<file path="src/rtl/bsort_pkg.sv">
package bsort_pkg;

    // Direction of one compare-exchange cell: UP puts the smaller stream on the upper port.
    typedef enum logic {
        SORT_UP   = 1'b0,
        SORT_DOWN = 1'b1
    } sort_dir_e;

    // Per-packet state of a cell.
    typedef struct packed {
        logic settled;
        logic crossed;
    } xbar_state_t;

    function automatic int num_stages(input int log_n);
        return (log_n * (log_n + 1)) / 2;
    endfunction

    // Distance between paired lanes in column s.
    function automatic int stage_span(input int log_n, input int s);
        int idx;
        int res;
        idx = 0;
        res = 1;
        for (int kl = 1; kl <= log_n; kl++) begin
            for (int jl = kl - 1; jl >= 0; jl--) begin
                if (idx == s) res = 1 << jl;
                idx++;
            end
        end
        return res;
    endfunction

    // Size of the merge block handled in column s.
    function automatic int stage_block(input int log_n, input int s);
        int idx;
        int res;
        idx = 0;
        res = 2;
        for (int kl = 1; kl <= log_n; kl++) begin
            for (int jl = kl - 1; jl >= 0; jl--) begin
                if (idx == s) res = 1 << kl;
                idx++;
            end
        end
        return res;
    endfunction

    function automatic sort_dir_e pair_dir(input int lane, input int blk);
        return ((lane & blk) == 0) ? SORT_UP : SORT_DOWN;
    endfunction

endpackage

</file>
<file path="src/rtl/bsort_cmp.sv">
module bsort_cmp
    import bsort_pkg::*;
#(
    parameter sort_dir_e DIR = SORT_UP
) (
    input  logic clk,
    input  logic rst,
    input  logic restart,
    input  logic window,
    input  logic up_i,
    input  logic dn_i,
    output logic up_o,
    output logic dn_o
);

    xbar_state_t st_q;
    xbar_state_t base;
    xbar_state_t nxt;

    always_comb begin
        base = restart ? '0 : st_q;
        nxt  = base;
        if (window && !base.settled && (up_i != dn_i)) begin
            nxt.settled = 1'b1;
            // UP cell swaps when the upper stream is larger, DOWN when it is smaller
            nxt.crossed = (DIR == SORT_UP) ? up_i : dn_i;
        end
    end

    assign up_o = nxt.crossed ? dn_i : up_i;
    assign dn_o = nxt.crossed ? up_i : dn_i;

    always_ff @(posedge clk) begin
        if (rst) st_q <= '0;
        else     st_q <= nxt;
    end

endmodule

</file>
<file path="src/rtl/bsort_stage.sv">
module bsort_stage
    import bsort_pkg::*;
#(
    parameter int LANES   = 8,
    parameter int HDR_LEN = 4,
    parameter int SPAN    = 1,
    parameter int BLK     = 2
) (
    input  logic             clk,
    input  logic             rst,
    input  logic             sop_i,
    input  logic [LANES-1:0] lane_i,
    output logic             sop_o,
    output logic [LANES-1:0] lane_o
);

    localparam int CW = $clog2(HDR_LEN + 1);
    localparam logic [CW-1:0] HDR_CNT = CW'(HDR_LEN);

    logic [CW-1:0]    bit_cnt;
    logic             window;
    logic             mix [LANES];
    logic [LANES-1:0] mix_v;

    // Bits seen since the strobe; saturates at the header length.
    always_ff @(posedge clk) begin
        if (rst)                   bit_cnt <= HDR_CNT;
        else if (sop_i)            bit_cnt <= CW'(1);
        else if (bit_cnt < HDR_CNT) bit_cnt <= bit_cnt + 1'b1;
    end

    assign window = sop_i || (bit_cnt < HDR_CNT);

    for (genvar i = 0; i < LANES; i++) begin : g_lane
        if ((i & SPAN) == 0) begin : g_pair
            bsort_cmp #(.DIR(pair_dir(i, BLK))) u_cmp (
                .clk    (clk),
                .rst    (rst),
                .restart(sop_i),
                .window (window),
                .up_i   (lane_i[i]),
                .dn_i   (lane_i[i+SPAN]),
                .up_o   (mix[i]),
                .dn_o   (mix[i+SPAN])
            );
        end
    end

    always_comb begin
        for (int i = 0; i < LANES; i++) mix_v[i] = mix[i];
    end

    always_ff @(posedge clk) begin
        if (rst) begin
            sop_o  <= 1'b0;
            lane_o <= '0;
        end else begin
            sop_o  <= sop_i;
            lane_o <= mix_v;
        end
    end

endmodule

</file>
<file path="src/rtl/bsort_net.sv">
module bsort_net
    import bsort_pkg::*;
#(
    parameter  int LOG_LANES  = 3,
    parameter  int ADDR_W     = 3,
    localparam int LANES      = 1 << LOG_LANES,
    localparam int NUM_STAGES = num_stages(LOG_LANES),
    localparam int HDR_LEN    = 1 + ADDR_W
) (
    input  logic             clk,
    input  logic             rst,
    input  logic             pkt_start_i,
    input  logic [LANES-1:0] lanes_i,
    output logic             pkt_start_o,
    output logic [LANES-1:0] lanes_o
);

    logic [LANES-1:0] bus     [NUM_STAGES+1];
    logic             sop_bus [NUM_STAGES+1];

    assign bus[0]     = lanes_i;
    assign sop_bus[0] = pkt_start_i;

    for (genvar s = 0; s < NUM_STAGES; s++) begin : g_col
        bsort_stage #(
            .LANES  (LANES),
            .HDR_LEN(HDR_LEN),
            .SPAN   (stage_span(LOG_LANES, s)),
            .BLK    (stage_block(LOG_LANES, s))
        ) u_col (
            .clk   (clk),
            .rst   (rst),
            .sop_i (sop_bus[s]),
            .lane_i(bus[s]),
            .sop_o (sop_bus[s+1]),
            .lane_o(bus[s+1])
        );
    end

    assign lanes_o     = bus[NUM_STAGES];
    assign pkt_start_o = sop_bus[NUM_STAGES];

endmodule

</file>
<file path="config.mk">
export PLATFORM = sky130hd
export DESIGN_NAME = bsort_net
export DESIGN_NICKNAME = d
export VERILOG_FILES = /design/src/rtl/bsort_pkg.sv /design/src/rtl/bsort_cmp.sv /design/src/rtl/bsort_stage.sv /design/src/rtl/bsort_net.sv
export SDC_FILE = /design/constraint.sdc
export NUM_CORES = 1
export LEC_CHECK = 0
export BUFFER_PORTS_ARGS = -buffer_cell sky130_fd_sc_hd__buf_2
export CAP_MARGIN = 20
export CORE_MARGIN = 2
export CORE_UTILIZATION = 60
export DETAILED_ROUTE_END_ITERATION = 6
export MAX_ROUTING_LAYER = met4
export PLACE_DENSITY = 0.77
export SETUP_SLACK_MARGIN = 0.2
export SLEW_MARGIN = 0
export SYNTH_ARGS = -nofsm -noshare
export SYNTH_HDL_FRONTEND = slang
export SYNTH_HIERARCHICAL = 1
export SYNTH_SLANG_ARGS = --single-unit
</file>
<file path="constraint.sdc">
create_clock -name clk -period 2.2 [get_ports clk]
set_input_delay 0.22 -clock clk [delete_from_list [all_inputs] [get_ports clk]]
set_output_delay 0.22 -clock clk [all_outputs]
set_load 0.01 [all_outputs]
</file>
; Word level (Yosys, flattened, before mapping)
; Cells that the tools add are included.
[word_totals]
ff_bits = 120
elab_cells = 306
[op_classes]
addsub = 6
order_cmp = 6
n_eq_ne = 24
mux = 108
reduce_logical = 90
[ops]
columns = cell, count
row1 = two-way mux 2 bit, 48
row2 = logical AND 1 bit, 48
row3 = two-way mux 1 bit, 48
row4 = two-way mux 3 bit, 12
row5 = zero test 1 bit, 24
row6 = inequality test 1 bit, 24
row7 = adder 3 x 1 -> 3 bit (second input constant), 6
row8 = less-than comparator 3 bit (second input constant), 6
row9 = nonzero test 2 bit, 6
row10 = OR reduction 2 bit, 6
row11 = logical OR 1 bit, 6

; Depth between registers and ports, before layout
[depth]
depth_word = 6
mapped_depth = 6

; Modules after synthesis
; Netlist, hierarchy kept.
[modules_own_cells]
columns = mod, n_inst, cells_per_inst, area_per_inst_um2, seq_area_each_um2
row1 = bsort_cmp (g_col[0].u_col.g_lane[0].g_pair.u_cmp ...), 18, 22, 168.9, 40.0
row2 = bsort_stage, 6, 31, 366.6, 240.2
row3 = bsort_cmp (g_col[0].u_col.g_lane[2].g_pair.u_cmp ...), 6, 22, 171.4, 40.0

; Worst setup path before layout
; No wires, ideal clock.
[synth_path]
kind = register to register
startpoint = register g_col[0].u_col.sop_o
endpoint = register g_col[1].u_col/g_lane[4].g_pair.u_cmp/st_q[0] in the netlist's numbering
setup_ps = 91
arrival_ps = 1710
slack_ps = 399
path_stages_with_launch = 6
path_buffers = 0
cell_sequence = dfxtp_1 > inv_1 > nand2_1 > inv_1 > o41a_1 > a311oi_1
[synth_between]
elab_cells_between_ends = 6
classes_between = 2 x mux / 4 x reduce/logical
[synth_lines]
columns = element, line_no
row1 = "start, declared", bsort_stage.sv:13  ; output logic sop_o,
row2 = "start signal, assigned", bsort_stage.sv:58  ; sop_o <= sop_i;
row3 = logical OR 1 bit, bsort_stage.sv:32  ; assign window = sop_i || (bit_cnt < HDR_CNT);
row4 = via g_col[1].u_col.window, bsort_stage.sv:21  ; logic window;
row5 = logical AND 1 bit (2 in a row), bsort_cmp.sv:23  ; if (window && !base.settled && (up_i != dn_i)) begin
row6 = two-way mux 2 bit, bsort_cmp.sv:23
row7 = "end signal, assigned", bsort_cmp.sv:35  ; else st_q <= nxt;
row8 = "end, declared", bsort_cmp.sv:16  ; xbar_state_t st_q;
; The timed path passes the listed nets, and every way through them passes these cells.
; A chain may end at the register's enable or synchronous reset.

; Worst setup path in the final report
[layout_path]
startpoint = register g_col[1].u_col.sop_o
endpoint = register g_col[2].u_col/g_lane[6].g_pair.u_cmp/st_q[0] in the netlist's numbering
[layout_between]
elab_cells_between_ends = 6
classes_between = 2 x mux / 4 x reduce/logical
[layout_lines]
columns = element, line_no
row1 = "start, declared", bsort_stage.sv:13
row2 = "start signal, assigned", bsort_stage.sv:58
row3 = logical OR 1 bit, bsort_stage.sv:32
row4 = via g_col[2].u_col.window, bsort_stage.sv:21
row5 = logical AND 1 bit (2 in a row), bsort_cmp.sv:23
row6 = two-way mux 2 bit, bsort_cmp.sv:23
row7 = "end signal, assigned", bsort_cmp.sv:35
row8 = "end, declared", bsort_cmp.sv:16
; The timed path passes the listed nets, and every way through them passes these cells.

==> flow_metrics.env <==
export IMPL_status="finished, final reports clean"
export IMPL_setup_viol=0
export IMPL_p_leak_nw=2.858
export IMPL_cts_tree="built"
export IMPL_grt_start_max_net_pins=46
export IMPL_num_rows=37
export IMPL_hold_viol_final=0
export IMPL_cts_sinks=120
export IMPL_ys_warn_count=6
export IMPL_final_common_cell="dfxtp_1"
export IMPL_ctsHtreeMaxLevel=4
export IMPL_clockBufferDepth=2
export IMPL_cp_max_fo=18
export IMPL_start_util_pct=61.27
export IMPL_post_route_drc_count=0
export IMPL_worstPathArrival_ps=2180
export IMPL_fin_crit_ps=1753
export IMPL_avgRoutedWirePerCell_um=13.55
export IMPL_cts_made_buffers=17
export IMPL_worst_pin_slew_ps=667.1
export IMPL_antenna_found_initial=0
export IMPL_final_cell_mix="120 x dfxtp_1, 96 x nor2b_1, 72 x nand2_1"
export IMPL_grt_pass1_vias=4929
export IMPL_first_pass_iters=5
export IMPL_hp_start="lanes_i[5]"
export IMPL_power_density_mw_per_mm2=814.4
export IMPL_r2r_end="g_col[2].u_col/g_lane[6].g_pair.u_cmp/st_q[0]$_SDFF_PP0_"
export IMPL_dp_hpwl_um=8017
export IMPL_syn_instance_count=714
export IMPL_reg2reg_depth=5
export IMPL_r2r_slack_ps=450
export IMPL_fillers=757
export IMPL_finalCritPeriodShare_pct=79.69
export IMPL_crit_chain="inv_1 -> nand2_1 -> inv_1 -> o41a_1 -> a311oi_1"
export IMPL_grt_pass1_wl_um=20610
export IMPL_crit_end="g_col[2].u_col/g_lane[6].g_pair.u_cmp/st_q[0]$_SDFF_PP0_"
export IMPL_drive_gt1_share_pct=14.95
export IMPL_slew_headroom_pct=55.42
export IMPL_overflow=0
export IMPL_path_common_cell="inv_1"
export IMPL_rsz0062_at_grt="no"
export IMPL_track_usage_pct=23.03
export IMPL_fin_worst_skew_ps=6.219
export IMPL_placed_cell_area_mm2=0.006421
export IMPL_dieArea_mm2=0.01128
export IMPL_crit_start="g_col[1].u_col/sop_o$_SDFF_PP0_"
export IMPL_cts_hold_fix_buffers=4
export IMPL_async_flop_share_pct=0
export IMPL_synth_edf_count=0
export IMPL_r2r_start="g_col[1].u_col/sop_o$_SDFF_PP0_"
export IMPL_portBuffers=19
export IMPL_nets=753
export IMPL_fmax_mhz=570.4
export IMPL_ir_worst_vdd_v=0.0004880
export IMPL_die_x_um=106.2
export IMPL_critPathSlowestCell="o41a_1"
export IMPL_yosysSeqAreaShare_pct=38.32
export IMPL_crit_path_start_kind="flip-flop"
export IMPL_detail_route_antenna_nets=0
export IMPL_syn_nets=731
export IMPL_syn_area_mm2=0.006269
export IMPL_gp_congestion=0.8167
export IMPL_dieHeight_um=106.2
export IMPL_wl_um=11990
export IMPL_critPathMaxStageDelay_ps=440
export IMPL_drt_iter0_drc=258
export IMPL_syn_area_per_cell_um2=8.779
export IMPL_crit_required_ps=2630
export IMPL_io_pins=20
export IMPL_vias_per_cell=5.749
export IMPL_fin_area_mm2=0.007059
export IMPL_core_area_mm2=0.01023
export IMPL_antenna_cells=0
export IMPL_cp_end_kind="flip-flop"
export IMPL_synth_seq_cells=120
export IMPL_vias=5088
export IMPL_clk_latency_ps=520
export IMPL_drv_cap=0
export IMPL_synth_ff_type="dfxtp_1"
export IMPL_holdCritPathClass="in -> reg"
export IMPL_drv_slew=0
export IMPL_post_cts_buffers=0
export IMPL_syn2layout_area_growth_pct=12.61
export IMPL_synth_distinct_cells=26
export IMPL_finalSetupTns_ps=0
export IMPL_critPathKind="reg -> reg"
export IMPL_root_buffer="clkbuf_8"
export IMPL_cts_repair_resized=0
export IMPL_clkTransAtPathRegs_ps=50
==> synth_stat cells, types with 18 or more instances <==
cell type | count | area, µm²
nor2b_1 | 96 | 600.6
nor2_1 | 36 | 135.1
dfxtp_1 | 120 | 2402
o2111ai_1 | 24 | 210.2
o22a_1 | 18 | 157.7
a311oi_2 | 18 | 270.3
o21ai_0 | 24 | 120.1
o22ai_1 | 24 | 150.1
xor2_1 | 30 | 262.8
nand2_1 | 72 | 270.3
o31a_1 | 18 | 157.7
nand2b_1 | 48 | 300.3
inv_1 | 30 | 112.6
buf_2 | 18 | 90.09
a21o_2 | 24 | 210.2
a21oi_1 | 54 | 270.3
==> final cells by class <==
| cell class | instances | area [µm²] | share of cell area, % |
|---|---|---|---|
| Multi-Input combinational cell | 528 | 3528 | 49.98 |
| Sequential cell | 120 | 2402 | 34.03 |
| Clock buffer | 24 | 480.5 | 6.806 |
| Timing Repair Buffer | 33 | 225.2 | 3.190 |
| Tap cell | 136 | 170.2 | 2.410 |
| Inverter | 36 | 135.1 | 1.914 |
| Clock inverter | 8 | 117.6 | 1.666 |
==> state kept, by name, indices dropped and copies added (netlist names) <==
register,count
g_col.u_col/bit_cnt,18
g_col.u_col/g_lane.g_pair.u_cmp/st_q,48
g_col.u_col/sop_o,6
g_col.u_col/lane_o,48
==> through the flow <==
step                setup slack [ps]  power (W)  hold WS [ps]  instances  util (%)
floorplan                      398.9   0.002904         287.9        714         -
CTS                            460.8   0.005806         1.632        885     69.00
finish                         446.7   0.005749         37.42        885     69.00
detailed placement             487.9   0.003028         465.3        849     62.76
global route                   329.7   0.005992         45.66        885     69.00
global placement               596.3   0.002999         465.4        849     62.76
==> worst min path at each step <==
stage / to / slack, ps / depth (start not counted)
6_report: g_col[0].u_col/g_lane[4].g_pair.u_cmp/st_q[0]$_SDFF_PP0_ / 40 / 2
5_1_grt: g_col[0].u_col/g_lane[4].g_pair.u_cmp/st_q[0]$_SDFF_PP0_ / 50 / 2
4_1_cts: g_col[0].u_col/g_lane[4].g_pair.u_cmp/st_q[0]$_SDFF_PP0_ / 2 / 2
3_5_place_dp: g_col[5].u_col/sop_o$_SDFF_PP0_ / 470 / 2
3_3_place_gp: g_col[5].u_col/sop_o$_SDFF_PP0_ / 470 / 2
2_1_floorplan: g_col[0].u_col/g_lane[0].g_pair.u_cmp/st_q[0]$_SDFF_PP0_ / 290 / 1
==> cell families after synthesis <==
logic type      synth area share, %
mux                          0.9581
simple gates                  21.80
fa+ha+maj                     1.198
buf+inv                       5.389
compound gates                28.14
flops                         38.32
xor+xnor                      4.192
==> worst max-delay path: cells and delay by family (launching register included) <==
| kind | cells | cell delay (ps) |
|---|---|---|
| compound gates | 2 | 680 |
| buf+inv | 2 | 230 |
| flops | 1 | 320 |
| simple gates | 1 | 430 |
==> routing by layer <==
layer | global-route usage [%] | up-vias | wire (µm)
met1 | 24.28 | 2383 | 5246
met5 | - | - | 0
met3 | 5.702 | 24 | 428
li1 | - | 2577 | -
met2 | 39.65 | 104 | 6036
met4 | 12.41 | 0 | 277
==> report_power, final <==
part	leakage, nW	switching, W	internal, W
sequential	0.978	0.000131	0.00228
combinational	1.59	0.000310	0.000282
clock	0.295	0.000914	0.00184
No activity file was read; power rests on OpenSTA's default activity.
